### src/rtl/lcdpal_pkg.sv
package lcdpal_pkg;

  // Write strobes from the load control to the palette datapath
  typedef struct packed {
    logic wrLo;   // write lower half of the current word
    logic wrHi;   // write upper half of the current word
  } palStrobe_t;

  typedef enum logic [1:0] {
    S_IDLE  = 2'd0,
    S_LOAD  = 2'd1,
    S_DRAIN = 2'd2,
    S_FRAME = 2'd3
  } loadState_t;

  localparam logic [2:0] CODE_SHORT = 3'd4;  // 12/16 bpp, short palette

endpackage

### src/rtl/lcdpal_ctrl.sv
module lcdpal_ctrl
  import lcdpal_pkg::*;
#(
  parameter int ENTRIES       = 256,
  parameter int SMALL_ENTRIES = 16,
  parameter int CNT_W         = $clog2(ENTRIES / 2 + 2),
  parameter int IDX_W         = CNT_W + 1
) (
  input  logic             clk,
  input  logic             rstN,
  input  logic             enable,
  input  logic [1:0]       loadMode,
  input  logic             clearLoaded,
  input  logic             wordValid,
  input  logic [2:0]       hdrCode,
  output logic             wordReady,
  output palStrobe_t       strobe,
  output logic [IDX_W-1:0] baseIdx,
  output logic             paletteLoaded,
  output logic [2:0]       bppCode
);

  // words per load = bytes/4 + 1, two bytes per entry
  localparam int BIG_WORDS   = ENTRIES / 2 + 1;
  localparam int SMALL_WORDS = SMALL_ENTRIES / 2 + 1;
  localparam logic [CNT_W-1:0] BIG_LAST   = CNT_W'(BIG_WORDS - 1);
  localparam logic [CNT_W-1:0] SMALL_LAST = CNT_W'(SMALL_WORDS - 1);
  localparam logic [IDX_W:0]   BIG_LIM    = (IDX_W + 1)'(ENTRIES);
  localparam logic [IDX_W:0]   SMALL_LIM  = (IDX_W + 1)'(SMALL_ENTRIES);

  loadState_t       state;
  logic [CNT_W-1:0] wordCnt;
  logic             paletteOnly;
  logic [2:0]       codeQ;

  logic       accept, isHeader, headerBad, lastWord, doWrite;
  logic [2:0] curCode;
  logic [IDX_W:0] loIdxExt, hiIdxExt, limit;

  assign wordReady = (state == S_LOAD) || (state == S_DRAIN);
  assign accept    = wordValid && wordReady;
  assign isHeader  = (wordCnt == '0);
  assign headerBad = hdrCode > CODE_SHORT;
  assign curCode   = isHeader ? hdrCode : codeQ;
  assign lastWord  = (curCode == CODE_SHORT) ? (wordCnt == SMALL_LAST)
                                             : (wordCnt == BIG_LAST);
  assign limit     = (curCode == CODE_SHORT) ? SMALL_LIM : BIG_LIM;

  assign baseIdx  = {wordCnt, 1'b0};
  assign loIdxExt = {1'b0, baseIdx};
  assign hiIdxExt = {1'b0, baseIdx[IDX_W-1:1], 1'b1};

  assign doWrite     = (state == S_LOAD) && accept && !(isHeader && headerBad);
  assign strobe.wrLo = doWrite && (loIdxExt < limit);
  assign strobe.wrHi = doWrite && (hiIdxExt < limit);
  assign bppCode     = codeQ;

  always_ff @(posedge clk or negedge rstN) begin
    if (!rstN) begin
      state         <= S_IDLE;
      wordCnt       <= '0;
      paletteOnly   <= 1'b0;
      codeQ         <= '0;
      paletteLoaded <= 1'b0;
    end else if (!enable) begin
      state         <= S_IDLE;
      wordCnt       <= '0;
      paletteLoaded <= 1'b0;
    end else begin
      if (clearLoaded && paletteOnly && state != S_IDLE)
        paletteLoaded <= 1'b0;
      unique case (state)
        S_IDLE: begin
          wordCnt     <= '0;
          paletteOnly <= (loadMode == 2'd1);
          state       <= (loadMode[1] == 1'b0) ? S_LOAD : S_FRAME;
        end
        S_LOAD: begin
          if (accept) begin
            if (isHeader && headerBad) begin
              state <= S_DRAIN;
            end else begin
              if (isHeader) codeQ <= hdrCode;
              if (lastWord) begin
                paletteLoaded <= 1'b1;
                state         <= S_DRAIN;
              end else begin
                wordCnt <= wordCnt + 1'b1;
              end
            end
          end
        end
        S_DRAIN: state <= S_DRAIN;
        S_FRAME: state <= S_FRAME;
        default: state <= S_IDLE;
      endcase
    end
  end

endmodule

### src/rtl/lcdpal_data.sv
module lcdpal_data
  import lcdpal_pkg::*;
#(
  parameter int ENTRIES = 256,
  parameter int COLOR_W = 12,
  parameter int WORD_W  = 32,
  parameter int IDX_W   = 9,
  parameter int PIX_W   = $clog2(ENTRIES)
) (
  input  logic               clk,
  input  logic               rstN,
  input  palStrobe_t         strobe,
  input  logic [IDX_W-1:0]   baseIdx,
  input  logic [WORD_W-1:0]  wordIn,
  input  logic [PIX_W-1:0]   pixIdx,
  output logic [COLOR_W-1:0] colour
);

  localparam int HALF = WORD_W / 2;

  logic [COLOR_W-1:0] palMem [ENTRIES];
  logic [PIX_W-1:0]   loIdx, hiIdx;

  assign loIdx = baseIdx[PIX_W-1:0];
  assign hiIdx = {baseIdx[PIX_W-1:1], 1'b1};

  logic unusedBits;
  assign unusedBits = ^{baseIdx[IDX_W-1:PIX_W], wordIn[HALF-1:COLOR_W],
                        wordIn[WORD_W-1:HALF+COLOR_W]};

  // both halves of a word land in one cycle
  always_ff @(posedge clk) begin
    if (strobe.wrLo) palMem[loIdx] <= wordIn[COLOR_W-1:0];
    if (strobe.wrHi) palMem[hiIdx] <= wordIn[HALF+COLOR_W-1:HALF];
  end

  always_ff @(posedge clk or negedge rstN) begin
    if (!rstN) colour <= '0;
    else       colour <= palMem[pixIdx];
  end

endmodule

### src/rtl/lcd_palette_lut.sv
module lcd_palette_lut
  import lcdpal_pkg::*;
#(
  parameter int ENTRIES       = 256,
  parameter int SMALL_ENTRIES = 16,
  parameter int COLOR_W       = 12,
  parameter int WORD_W        = 32,
  parameter int CODE_LSB      = 12,
  parameter int PIX_W         = $clog2(ENTRIES)
) (
  input  logic               clk,
  input  logic               rstN,
  input  logic               enable,
  input  logic [1:0]         loadMode,
  input  logic               clearLoaded,
  input  logic [WORD_W-1:0]  wordIn,
  input  logic               wordValid,
  output logic               wordReady,
  input  logic [PIX_W-1:0]   pixIdx,
  output logic [COLOR_W-1:0] colour,
  output logic               paletteLoaded,
  output logic [2:0]         bppCode
);

  localparam int CNT_W = $clog2(ENTRIES / 2 + 2);
  localparam int IDX_W = CNT_W + 1;

  palStrobe_t       strobe;
  logic [IDX_W-1:0] baseIdx;

  lcdpal_ctrl #(
    .ENTRIES(ENTRIES), .SMALL_ENTRIES(SMALL_ENTRIES),
    .CNT_W(CNT_W), .IDX_W(IDX_W)
  ) u_ctrl (
    .clk(clk), .rstN(rstN), .enable(enable), .loadMode(loadMode),
    .clearLoaded(clearLoaded), .wordValid(wordValid),
    .hdrCode(wordIn[CODE_LSB+2:CODE_LSB]), .wordReady(wordReady),
    .strobe(strobe), .baseIdx(baseIdx),
    .paletteLoaded(paletteLoaded), .bppCode(bppCode)
  );

  lcdpal_data #(
    .ENTRIES(ENTRIES), .COLOR_W(COLOR_W), .WORD_W(WORD_W),
    .IDX_W(IDX_W), .PIX_W(PIX_W)
  ) u_data (
    .clk(clk), .rstN(rstN), .strobe(strobe), .baseIdx(baseIdx),
    .wordIn(wordIn), .pixIdx(pixIdx), .colour(colour)
  );

endmodule

### config.mk
export PLATFORM = sky130hd
export DESIGN_NAME = lcd_palette_lut
export DESIGN_NICKNAME = d
export VERILOG_FILES = /design/src/rtl/lcdpal_pkg.sv /design/src/rtl/lcdpal_ctrl.sv /design/src/rtl/lcdpal_data.sv /design/src/rtl/lcd_palette_lut.sv
export SDC_FILE = /design/constraint.sdc
export NUM_CORES = 2
export LEC_CHECK = 0
export BUFFER_PORTS_ARGS = -buffer_cell sky130_fd_sc_hd__buf_4
export CAP_MARGIN = 25
export CORE_ASPECT_RATIO = 0.8
export CORE_MARGIN = 4
export CORE_UTILIZATION = 41
export DETAILED_ROUTE_END_ITERATION = 16
export GPL_TIMING_DRIVEN = 1
export SETUP_SLACK_MARGIN = 0.4
export SLEW_MARGIN = 40
export SYNTH_ARGS = -nofsm -noshare
export SYNTH_HDL_FRONTEND = slang
export SYNTH_SLANG_ARGS = --single-unit
### constraint.sdc
create_clock -name clk -period 4.3 [get_ports clk]
set_clock_uncertainty 0.15 [all_clocks]
set_input_delay 0 -clock clk [delete_from_list [all_inputs] [get_ports clk]]
set_output_delay 0 -clock clk [all_outputs]
set_load 0.03 [all_outputs]
Word-level counts from Yosys, hierarchy flattened --
Memories as Yosys holds them, arrays and structs flattened. A register that Yosys moved wholly into a read port is not among the register bits. Index checks and enable logic that the tools add are counted.
Word-level totals: RAM bits 3072, bits in registers 15, memories 1, logic and storage cells 65
Cells by class: equality and inequality tests 12, mux-type cells 24, reduce and logical (&&, ||, !) cells 18, order comparisons 3, bitwise operators 1, add/subtract/negate cells 1
Memories:
- u_data.palMem | words 256, bits a word 12, read ports 1, clocked after Yosys merged registers in 1, wr ports 2, line lcdpal_data.sv:21 | logic [COLOR_W-1:0] palMem [ENTRIES];
Operators with widths (number):
- 2-to-1 mux 8 bit | 4
- less-than comparator 9 x 10 -> 1 bit | 2
- case mux 8 bit (2 select lines) | 1
- 2-to-1 mux 1 bit | 11
- 2-to-1 mux 2 bit | 5
- 2-to-1 mux 9 bit | 1
- adder 8 x 1 -> 8 bit (second input constant) | 1
- == test 8 x 4 -> 1 bit (second input constant) | 1
- == test 8 bit (second input constant) | 1
- logical AND 1 bit | 8
- zero test 8 bit | 1
- case mux 2 bit (4 select lines) | 1
- AND reduction 4 bit | 2
- != test 3 bit (second input constant) | 2
- == test 2 x 1 -> 1 bit (second input constant) | 2
- == test 2 bit (second input constant) | 2
- != test 4 x 3 -> 1 bit (second input constant) | 1
- AND reduction 2 bit | 2
- == test 3 bit (second input constant) | 1
- > comparator 3 bit (second input constant) | 1
- 2-to-1 mux 3 bit | 1
- != test 3 x 1 -> 1 bit (second input constant) | 1
- != test 3 x 2 -> 1 bit (second input constant) | 1
- zero test 1 bit | 2
- other kinds (4) | 4

Longest topological paths before layout --
word-level depth 9, depth in mapped cells 14, depth with buffers taken out 13

By module --
Synthesis repeated with hierarchy kept, for this count alone.
Second synthesis, totals: cell total of the unflattened synthesis 7809, area total of the unflattened synthesis 139636.4 sq um
By module, submodules not included:
- lcdpal_data | area each 138595.4 sq um, times used 1, sequential area each 92548.8 sq um, cells an instance 7693
- lcdpal_ctrl | area each 1041.0 sq um, times used 1, sequential area each 375.4 sq um, cells an instance 116

Least setup slack after synthesis --
OpenSTA, ideal clock, no wires.
path type reg2reg, start point register u_ctrl.wordCnt[1], end point memory u_data.palMem[244][0] (enable), arrival 3.672 ns, cell stages (with the launch flop) 15, slack 0.073 ns, path through dfrtp_1 > inv_1 > ha_1 > nor2b_1 > and3_1 > nor4b_1 > a31o_2 > ha_1 > inv_1 > o21ai_0 > nand3_1 > or4_1 > clkbuf_1 > clkbuf_1 > nor2_1
RTL lines:
- start: declaration | line lcdpal_ctrl.sv:32 | logic [CNT_W-1:0] wordCnt;
- start signal: assignment | line lcdpal_ctrl.sv:88 | wordCnt <= wordCnt + 1'b1;
- end: declaration | line lcdpal_data.sv:21

==> reports/qor.txt <==
Result of the run = finished clean
Reported max-cap violation count = 0
Synth top area cells = sky130_fd_sc_hd__edfxtp_1 (78%), sky130_fd_sc_hd__mux4_2 (12%), sky130_fd_sc_hd__mux2i_1 (1.7%)
Cell with the most instances after synthesis = sky130_fd_sc_hd__edfxtp_1
Pin count of the biggest net entering global routing = 111
Final max-slew violation count = 0
Share of the cycle needed by the critical path after routing = 0.873
Net switching power figure = 13.5 mW
Yosys warns = 0
Dominant register cell in the synthesized netlist = sky130_fd_sc_hd__edfxtp_1
Unrepaired setup endpoints after global routing = yes
I/O Buffers = 58
Area of the die = 0.298 sq mm
Post-layout utilization of the core = 0.475
Number of buffers inserted during clock tree synthesis = 297
Via density per instance = 5.99
Net count reported at finish = 5920
Biggest cell delay along the critical path = 0.51 ns
Setup TNS = 0 ns
Number of fillers in the final layout = 23200
Total grt overflow = 0
Reg clk slew, reported paths = 0.06 ns
Logic pwr share = 0.060
Pin slew with the least headroom to its limit = 0.961 ns
Shortest period the worst path allows = 3.75 ns
Antenna Nets Post-Route = 0
Unique masters post-synth = 70
Share of the synthesized area in the top cell type = 0.777
Number of antenna violations at the first check in global routing = 19
Weighted congestion reported at the end of routability-driven placement = 0.867
Gate count of the mapped netlist = 5375
Net Count, Synth = 5428
Final wirelength = 326000 microns
DR iter-0 viols = 9114
Crit-path slowest cell = sky130_fd_sc_hd__or4_1
Fraction of final layout cells sized beyond drive strength 1 = 0.282
DRC violations left = 0
Clock tree sinks = 3099
Cell taking the most area after synthesis = sky130_fd_sc_hd__edfxtp_1
Post-synth design cell area = 0.119 sq mm
Clock latency on the worst-skew pair = 0.86 ns
Buffer depth of the longest clock path = 4
Post-synth ARST share = 0.00871
Clock root buffer = sky130_fd_sc_hd__clkbuf_16
Smallest hold slack = 0.0443 ns
HPWL after detailed placement = 192000 microns
Die X = 610 microns
Overall routing resource usage = 0.215
Area Overhead vs Synth = 15.0%
FF+latch count, synth = 3099
Hold WC Path Type = primary input to flop
Critical-path maximum fanout = 24
CP dominant cell by count = sky130_fd_sc_hd__ha_1
Crit-path cells = inv_2 -> ha_1 -> nor2b_1 -> and3_1 -> nor4b_1 -> a31o_2 -> ha_1 -> o21ai_1 -> nand3_1 -> or4_1 -> buf_8 -> nor2_2 -> buf_12
Share of power burned in the clock network = 0.407
Vias in the first global route = 58400
Power Dens Cells = 458 mW/mm^2
Mapped Avg Cell Area = 22.1 sq um
Number of ports placed on the die boundary = 64
Power share of the sequential group = 0.533
Worst IR Drop VDD = 0.304 mV
WL per Instance = 32.9 microns
Internal power = 49.0 mW
Multi-input gate area = 0.0243 sq mm
FF/Latch Area = 0.0929 sq mm
Post-CTS Repair Setup Buffers = 0
Share of the yosys chip area belonging to registers = 0.783
Instance count along the most critical hold path = 2
Data arrival time at the worst-slack endpoint = 4.12 ns
Number of vias in the routed layout = 59400
Final hold violation count = 0
Initial standard-cell utilization of the core = 0.413
Worst Path Class, Setup = flop to flop
Worst Path Required = 4.66 ns
Global-route wire length before repair = 455000 microns
Highest clock frequency the design can meet = 266 MHz
CTS H-tree lvls = 5
DR pass1 iterations = 5
CTS tree = done
Critical Path Sink Type = flop
Floorplan row count = 176
Share of total power consumed by net switching = 0.215
Leakage power figure = 42.7 nW
Placeable core region = 0.288 sq mm
Most numerous cell types in the synthesized netlist = sky130_fd_sc_hd__edfxtp_1 (3072), sky130_fd_sc_hd__mux4_2 (646), sky130_fd_sc_hd__a22oi_1 (233)
Max-Slew Margin vs Limit = 0.359
Number of setup violations in the final report = 0
Worst R2R Path Depth = 13
Startpoint types = flop
Die Span Y = 489 microns
Number of flops mapped to enable cells by yosys = 3072
## kinds of logic (layout without fill, tap and decap cells)
family          after synthesis  in the layout  synth area share
flops                      3099           3099             0.783
mux                         887            887             0.144
compound gates              655            655            0.0379
simple gates                408            408            0.0174
buf+inv                     316           1022            0.0169
fa+ha+maj                     6              6          0.000632
xor+xnor                      4              4          0.000295
other cells                   0              4                 0
## cell type report
type                            instances  share of cell area
Multi-Input combinational cell       1960               0.178
Clock buffer                          380              0.0596
Timing Repair Buffer                  501              0.0387
Tap cell                             3827              0.0351
Antenna cell                            4           0.0000733
Sequential cell                      3099               0.680
Inverter                                8            0.000220
Clock inverter                        133             0.00828
## through the flow
stage / cells / total power [mW] / instance area (sq um) / setup slack (ns)
floorplan: 5375 / 35.6 / 119000 / 0.0733
global placement: 9332 / 37.6 / 126000 / 0.327
detailed placement: 9336 / 37.6 / 126000 / 0.319
CTS: 9902 / 62.9 / 136000 / 0.432
global route: 9908 / 64.4 / 137000 / 0.360
finish: 9912 / 62.5 / 137000 / 0.546
## placed cells by master (no fill, tap or decap), types with 11 or more instances in the layout
master,n
sky130_fd_sc_hd__edfxtp_1,3072
sky130_fd_sc_hd__mux4_2,646
sky130_fd_sc_hd__clkbuf_16,313
sky130_fd_sc_hd__buf_4,300
sky130_fd_sc_hd__a22oi_1,233
sky130_fd_sc_hd__mux2i_1,202
sky130_fd_sc_hd__a21oi_1,137
sky130_fd_sc_hd__nor2_2,126
sky130_fd_sc_hd__o22ai_1,95
sky130_fd_sc_hd__buf_12,79
sky130_fd_sc_hd__clkbuf_1,61
sky130_fd_sc_hd__nand2_1,59
sky130_fd_sc_hd__clkinv_1,57
sky130_fd_sc_hd__dlygate4sd3_1,52
sky130_fd_sc_hd__o221ai_1,46
sky130_fd_sc_hd__nor2_1,45
sky130_fd_sc_hd__clkinv_2,45
sky130_fd_sc_hd__buf_6,45
sky130_fd_sc_hd__o21ai_0,37
sky130_fd_sc_hd__a211oi_1,36
sky130_fd_sc_hd__nor3_1,31
sky130_fd_sc_hd__mux2_2,30
sky130_fd_sc_hd__dfrtp_1,25
sky130_fd_sc_hd__nor4_1,23
sky130_fd_sc_hd__bufinv_16,20
sky130_fd_sc_hd__nor4_2,19
sky130_fd_sc_hd__nor2b_1,18
sky130_fd_sc_hd__buf_8,15
sky130_fd_sc_hd__o21ai_1,13
sky130_fd_sc_hd__nand3_1,12
sky130_fd_sc_hd__nand2b_1,11
## worst paths after layout
kind	start	to	slack, ns
max	u_ctrl.wordCnt[1]	u_data.palMem[5][9]	0.55
min	wordIn[23]	u_data.palMem[179][7]	0.04
max reg2reg	u_ctrl.wordCnt[1]	u_data.palMem[5][9]	0.55
min reg2reg	u_ctrl.state[1]	u_ctrl.state[1]	0.39
max in group asynchronous	rstN	u_ctrl.wordCnt[0]	3.72
min in group asynchronous	rstN	u_data.colour[7]	0.05
## registers in the layout, indices dropped and copies added (netlist names)
signal,cells
u_data.palMem,3072
u_ctrl.bppCode,3
u_ctrl.paletteLoaded,1
u_ctrl.paletteOnly,1
u_ctrl.state,2
u_ctrl.wordCnt,8
u_data.colour,12
## critical path, delay by kind of cell (launching register included)
family / cells / cell delay, ns
flip-flops: 1 / 0.46
AND/OR/NAND/NOR: 6 / 1.36
AO/OA/AOI/OAI: 2 / 0.36
adder cells (fa/ha/maj): 2 / 0.47
buffers and inverters: 3 / 0.60
## power groups by stage
stage	combinational (mW)	clock [mW]	sequential, mW
floorplan	1.64	0	34.0
global placement	3.63	0	34.0
detailed placement	3.67	0	34.0
CTS	3.75	25.8	33.3
global route	3.91	27.1	33.3
finish	3.76	25.4	33.3
## layer usage
layer | share of wire | vias up | routed length, microns | GRT usage
met5 | 0.000040 | - | 13 | 0
met4 | 0.023 | 2 | 7660 | 0.0497
met3 | 0.10 | 434 | 33900 | 0.0498
met2 | 0.46 | 3106 | 149000 | 0.327
met1 | 0.42 | 32000 | 136000 | 0.318
li1 | - | 23900 | - | -
## repair_timing
item,in CTS,in global routing
hold endpoints to repair,2888,18
resized for setup,13,52
hold buffers,53,2
setup endpoints to repair,787,2803
Note: power is estimated with default switching activity, not from simulation.
